==> src/rtl/ldi_pkg.sv <==
package ldi_pkg;
  localparam int PIX_W  = 10;
  localparam int SLOT_N = 7;
  localparam int DLANES = 5;
  localparam int LINKS  = 2;
  localparam int FLAT_W = DLANES * SLOT_N;
  localparam logic [SLOT_N-1:0] CLK_WORD = 7'b1100011;

  typedef enum logic [1:0] {
    DEPTH18  = 2'b00,
    DEPTH24  = 2'b01,
    DEPTH30  = 2'b10,
    DEPTH30X = 2'b11
  } depth_e;

  typedef struct packed {
    logic [PIX_W-1:0] r;
    logic [PIX_W-1:0] g;
    logic [PIX_W-1:0] b;
    logic             hs;
    logic             vs;
    logic             de;
  } pix_t;

  // Lane words for one pixel, lane L at bits [L*SLOT_N +: SLOT_N].
  function automatic logic [FLAT_W-1:0] pack_pixel(pix_t p, depth_e d);
    logic [FLAT_W-1:0] s;
    s = '0;
    s[20:0] = {p.de, p.vs, p.hs, p.b[PIX_W-1 -: 6], p.g[PIX_W-1 -: 6], p.r[PIX_W-1 -: 6]};
    if (d != DEPTH18)
      s[27:21] = {1'b0, p.b[PIX_W-7 -: 2], p.g[PIX_W-7 -: 2], p.r[PIX_W-7 -: 2]};
    if (d == DEPTH30 || d == DEPTH30X)
      s[34:28] = {1'b0, p.b[1:0], p.g[1:0], p.r[1:0]};
    return s;
  endfunction

  // Reorder a word so that bit 0 of the result is the first slot on the line.
  function automatic logic [SLOT_N-1:0] slot_order(logic [SLOT_N-1:0] w);
    return {w[2], w[3], w[4], w[5], w[6], w[0], w[1]};
  endfunction
endpackage

==> src/rtl/ldi_pix_capture.sv <==
module ldi_pix_capture
  import ldi_pkg::*;
(
  input  logic clk,
  input  logic rst_n,
  input  logic dual_i,
  input  logic stb_i,
  input  pix_t pix_i,
  output pix_t hold_a_o,
  output pix_t hold_b_o,
  output logic par_o
);
  pix_t hold_a_q, hold_b_q;
  logic par_q;

  always_ff @(posedge clk) begin
    if (!rst_n) begin
      hold_a_q <= '0;
      hold_b_q <= '0;
      par_q    <= 1'b0;
    end else begin
      if (stb_i) begin
        if (dual_i && par_q) hold_b_q <= pix_i;
        else                 hold_a_q <= pix_i;
      end
      par_q <= dual_i ? (par_q ^ stb_i) : 1'b0;
    end
  end

  assign hold_a_o = hold_a_q;
  assign hold_b_o = hold_b_q;
  assign par_o    = par_q;

  p_par_flip_r11: assert property (@(posedge clk) disable iff (!rst_n)
    (dual_i && stb_i) |=> (par_q != $past(par_q)));
  p_par_single_r10: assert property (@(posedge clk) disable iff (!rst_n)
    !dual_i |=> !par_q);
endmodule

==> src/rtl/ldi_lane_ser.sv <==
module ldi_lane_ser #(
  parameter int W = 7
) (
  input  logic         clk,
  input  logic         rst_n,
  input  logic         ld_i,
  input  logic [W-1:0] word_i,
  output logic         ser_o
);
  import ldi_pkg::slot_order;
  localparam int CW = $clog2(W + 1);

  logic [W-1:0]  sh_q;
  logic [CW-1:0] since_q;

  always_ff @(posedge clk) begin
    if (!rst_n) begin
      sh_q    <= '0;
      since_q <= CW'(W);
    end else if (ld_i) begin
      sh_q    <= slot_order(word_i);
      since_q <= '0;
    end else begin
      sh_q <= sh_q >> 1;
      if (since_q != CW'(W)) since_q <= since_q + 1'b1;
    end
  end

  assign ser_o = sh_q[0];

  p_first_slot_r2: assert property (@(posedge clk) disable iff (!rst_n)
    ld_i |=> (ser_o == $past(word_i[1])));
  p_drain_r9: assert property (@(posedge clk) disable iff (!rst_n)
    (since_q == CW'(W)) |-> !ser_o);
endmodule

==> src/rtl/ldi_serializer.sv <==
module ldi_serializer
  import ldi_pkg::*;
(
  input  logic        clk,
  input  logic        rst_n,
  input  logic [1:0]  depth_i,
  input  logic        dual_i,
  input  logic        px_stb_i,
  input  logic [9:0]  red_i,
  input  logic [9:0]  grn_i,
  input  logic [9:0]  blu_i,
  input  logic        hs_i,
  input  logic        vs_i,
  input  logic        de_i,
  input  logic        ld_stb_i,
  output logic [4:0]  a_dat_o,
  output logic        a_clk_o,
  output logic [4:0]  b_dat_o,
  output logic        b_clk_o
);
  pix_t   pix_in, hold_a, hold_b;
  logic   par;
  depth_e dep;
  logic [FLAT_W-1:0] link_flat [LINKS];
  logic [SLOT_N-1:0] clk_word  [LINKS];
  logic              ser_bits  [LINKS][DLANES+1];

  assign pix_in = '{r: red_i, g: grn_i, b: blu_i, hs: hs_i, vs: vs_i, de: de_i};
  assign dep    = depth_e'(depth_i);

  ldi_pix_capture u_cap (
    .clk      (clk),
    .rst_n    (rst_n),
    .dual_i   (dual_i),
    .stb_i    (px_stb_i),
    .pix_i    (pix_in),
    .hold_a_o (hold_a),
    .hold_b_o (hold_b),
    .par_o    (par)
  );

  always_comb begin
    link_flat[0] = pack_pixel(hold_a, dep);
    link_flat[1] = dual_i ? pack_pixel(hold_b, dep) : '0;
    clk_word[0]  = CLK_WORD;
    clk_word[1]  = dual_i ? CLK_WORD : '0;
  end

  for (genvar k = 0; k < LINKS; k++) begin : g_link
    for (genvar l = 0; l <= DLANES; l++) begin : g_lane
      logic [SLOT_N-1:0] w;
      if (l < DLANES) begin : g_dat
        assign w = link_flat[k][l*SLOT_N +: SLOT_N];
      end else begin : g_clk
        assign w = clk_word[k];
      end
      ldi_lane_ser #(.W(SLOT_N)) u_ser (
        .clk    (clk),
        .rst_n  (rst_n),
        .ld_i   (ld_stb_i),
        .word_i (w),
        .ser_o  (ser_bits[k][l])
      );
    end
  end

  always_comb begin
    for (int l = 0; l < DLANES; l++) begin
      a_dat_o[l] = ser_bits[0][l];
      b_dat_o[l] = ser_bits[1][l];
    end
    a_clk_o = ser_bits[0][DLANES];
    b_clk_o = ser_bits[1][DLANES];
  end

  p_clk_lead_r3: assert property (@(posedge clk) disable iff (!rst_n)
    ld_stb_i |=> a_clk_o);
  p_b_idle_r10: assert property (@(posedge clk) disable iff (!rst_n)
    (ld_stb_i && !dual_i) |=> (b_dat_o == 5'd0 && !b_clk_o));
  p_unused_r7: assert property (@(posedge clk) disable iff (!rst_n)
    (ld_stb_i && depth_i == 2'b00) |=> (a_dat_o[4:3] == 2'd0 && b_dat_o[4:3] == 2'd0));
  p_par_known_r11: assert property (@(posedge clk) disable iff (!rst_n)
    !$isunknown(par));
endmodule

==> config.mk <==
export PLATFORM = sky130hd
export DESIGN_NAME = ldi_serializer
export DESIGN_NICKNAME = d
export VERILOG_FILES = /design/src/rtl/ldi_pkg.sv /design/src/rtl/ldi_pix_capture.sv /design/src/rtl/ldi_lane_ser.sv /design/src/rtl/ldi_serializer.sv
export SDC_FILE = /design/constraint.sdc
export NUM_CORES = 1
export LEC_CHECK = 0
export ABC_AREA = 1
export BUFFER_PORTS_ARGS = -buffer_cell sky130_fd_sc_hd__buf_2
export CAP_MARGIN = 5
export CORE_MARGIN = 1
export CORE_UTILIZATION = 50
export CTS_CLUSTER_SIZE = 30
export DETAILED_ROUTE_END_ITERATION = 7
export GPL_ROUTABILITY_DRIVEN = 0
export PLACE_DENSITY = 0.8
export SYNTH_ARGS = -nofsm -noshare
export SYNTH_HDL_FRONTEND = slang
export SYNTH_SLANG_ARGS = --single-unit
==> constraint.sdc <==
create_clock -name clk -period 2.3 [get_ports clk]
set_clock_uncertainty 0.1 [all_clocks]
set_input_delay 0.69 -clock clk [delete_from_list [all_inputs] [get_ports clk]]
set_output_delay 0.69 -clock clk [all_outputs]
set_load 0.01 [all_outputs]
==> results.py <==
metrics = {
    "layout": {
        "nNetsFinal": 829,
        "area_delta_synth_final_pct": 15.0,
        "fin_area_um2": 6600,
        "post-route-util_pct": 59.9,
        "n_antenna_cell": 0,
        "final_layout_size_suffix_gt1_share_pct": 15.2,
        "finalNonFillerCells": 941,
    },
    "die": {
        "dieArea_um2": 11900,
        "pin_count": 52,
        "start_util_pct": 52.1,
        "die-width_um": 109,
        "die_y_um": 109,
        "core_area_um2": 11000,
        "row_count": 38,
    },
    "job": {
        "drv_cap": 0,
    },
    "worst_setup_path": {
        "worstPathMaxFanout": 1,
        "cpLargestDelayFamily": "flip-flops",
        "r2r_slack_ns": 0.85,
        "critPathBufInv": 1,
        "crit_path_start_kind": "flip-flop",
        "cp.depth": 1,
        "crit_chain": "buf_2",
        "slowest_stage": "dfxtp_1",
        "crit_required_ns": 1.51,
        "critical_path_arrival_ns": 0.90,
        "reg2reg_depth": 5,
        "slowest_delay_ns": 0.34,
        "critPathKind": "reg2out",
        "worstSetupEndpointType": "output port",
    },
    "route": {
        "first_pass_iters": 5,
        "num_vias": 4645,
        "wl_per_cell_um": 12.9,
        "drt-total-wl_um": 12200,
        "ant_nets": 0,
        "via_per_inst": 4.94,
        "drtIter0Drc": 261,
        "route.detailed.drc": 0,
    },
    "sta": {
        "rsz0062_at_grt": "false",
        "worst_pin_slew_ns": 0.434,
        "post-route-period-util_pct": 73.4,
        "finalHoldViolCount": 0,
        "maxSlewHeadroom_pct": 71.0,
        "min_period_ns": 1.69,
        "maxSlewViolCount": 0,
        "fin_setup_tns_ns": 0,
        "setup_viol": 0,
        "setup_slack_ns": 0.612,
        "max_freq_ghz": 0.592,
    },
    "grt": {
        "grt-ovfl-total": 0,
        "grt_pass1_wl_um": 20000,
        "grt_use_total_pct": 22.2,
        "grt_pass1_vias": 4291,
        "grt_max_degree": 73,
        "antenna_found_initial": 0,
    },
    "power_and_ir_drop": {
        "pwr-share-comb_pct": 6.5,
        "sw_frac_of_total_pct": 21.4,
        "irDropWorstVdd_mv": 0.938,
        "seqPwrFrac_pct": 43.1,
        "internal_power_uw": 4830,
        "cellPowerDensity_nw_per_um2": 930,
        "leakagePower_uw": 0.00319,
        "clockPowerShare_pct": 50.4,
        "power.switching_uw": 1310,
    },
    "yosys": {
        "ys_seq_area_share_pct": 50.5,
        "ys.warnings.count": 0,
        "synthCells": 767,
        "syn_area_per_cell_um2": 7.49,
        "syn-cell-area_um2": 5740,
        "synth_seq_cells": 145,
        "synth.distinct_cells": 23,
        "syn_nets": 807,
    },
    "place": {
        "port_buffers": 51,
        "dp.cells": 910,
        "dpl_worst_slack_ns": 0.304,
        "dp_hpwl_um": 7770,
        "place_area_um2": 5940,
    },
    "status": {
        "outcome": "finished clean",
    },
    "clock_network": {
        "ctsLongestPathBuffers": 2,
        "cts_resized": 0,
        "clock_latency_ns": 0.42,
        "ctsRootBufferMaster": "clkbuf_16",
        "post-cts-setup-buffers": 0,
        "clock_sinks": 145,
        "clk_pin_slew_ns": 0.06,
        "cts_hold_buf": 0,
        "cts_made_buffers": 17,
        "cts_tree": "built",
        "h-tree-depth": 4,
    },
    "hold_path": {
        "hold_path_class": "reg2reg",
        "whs_path_depth": 2,
    },
}
==> cells by family after synthesis <==
family / synth area share [%]
buf+inv: 13.5
xor+xnor: 0.153
flops: 50.5
simple gates: 29.6
compound gates: 6.16
==> cells in the final DEF (no fill, tap or decap), types with 2 or more instances in the layout <==
master	Yosys	routed
a21oi_1	33	33
buf_12	0	4
buf_2	28	50
buf_4	19	8
bufinv_16	0	6
clkbuf_1	6	2
clkbuf_16	0	17
clkbuf_8	0	2
clkinv_2	0	2
dfxtp_1	145	145
inv_1	103	103
inv_2	2	2
nand2_1	236	236
nand2_4	2	2
nand3_1	24	24
nand3_2	10	10
nand3b_1	4	4
nand4_1	29	29
nor2_1	86	86
o21ai_0	15	15
o21ai_2	13	13
==> synthesized netlist by cell type <==
| library cell | count | area [µm²] |
|---|---|---|
| buf_4 | 19 | 143 |
| inv_6 | 1 | 8.76 |
| nand2_1 | 236 | 886 |
| a21oi_1 | 33 | 165 |
| buf_6 | 6 | 67.6 |
| xnor2_1 | 1 | 8.76 |
| nand3_1 | 24 | 120 |
| nand2_4 | 2 | 22.5 |
| nor3_1 | 1 | 5.00 |
| nand3_2 | 10 | 100 |
| buf_2 | 28 | 140 |
| nand2_2 | 1 | 6.26 |
| dfxtp_1 | 145 | 2900 |
| o21ai_2 | 13 | 114 |
| nand3b_1 | 4 | 30.0 |
| nand4_1 | 29 | 181 |
| inv_1 | 103 | 387 |
| nor2_1 | 86 | 323 |
| inv_2 | 2 | 7.51 |
| nand3_4 | 1 | 17.5 |
| nor2_4 | 1 | 11.3 |
| o21ai_0 | 15 | 75.1 |
| clkbuf_1 | 6 | 22.5 |
==> routing by layer <==
layer	track usage (%)	share of wire, %	up-vias
met4	9.43	2.4	0
li1	-	-	2364
met3	6.58	6.4	26
met2	35.6	47	159
met5	0	0	-
met1	27.8	45	2096
==> registers in the layout, indices dropped and copies added (netlist names) <==
name and count:
g_link.g_lane.u_ser.sh_q 78, u_cap.hold_a_o 33, u_cap.hold_b_o 33, u_cap.par_o 1
==> final cells by class <==
class / instances / area [µm²]
Multi-Input combinational cell: 457 / 2070
Sequential cell: 145 / 2900
Fill cell: 977 / 4430
Timing Repair Buffer: 62 / 390
Clock inverter: 10 / 206
Tap cell: 140 / 175
Inverter: 106 / 403
Clock buffer: 21 / 460
==> per-stage QoR <==
step	hold WS (ns)	power, µW
6_report	0.312	6140
3_3_place_gp	0.297	3090
4_1_cts	0.316	6180
3_5_place_dp	0.304	3100
2_1_floorplan	0.294	2990
5_1_grt	0.323	6360
==> final timing paths <==
kind,start,endpoint
max,g_link[1].g_lane[0].u_ser.sh_q[0],b_dat_o[0]
min,g_link[1].g_lane[3].u_ser.sh_q[3],g_link[1].g_lane[3].u_ser.sh_q[2]
max reg2reg,u_cap.par_o,u_cap.hold_b_o[28]
min reg2reg,g_link[1].g_lane[3].u_ser.sh_q[3],g_link[1].g_lane[3].u_ser.sh_q[2]
==> power groups by stage <==
stage / combinational [µW] / clock (µW) / sequential, µW
global route: 453 / 3260 / 2650
global placement: 393 / 0 / 2690
detailed placement: 399 / 0 / 2700
finish: 402 / 3100 / 2640
CTS: 402 / 3130 / 2640
floorplan: 301 / 0 / 2690
Note: power is estimated with default switching activity, not from simulation.
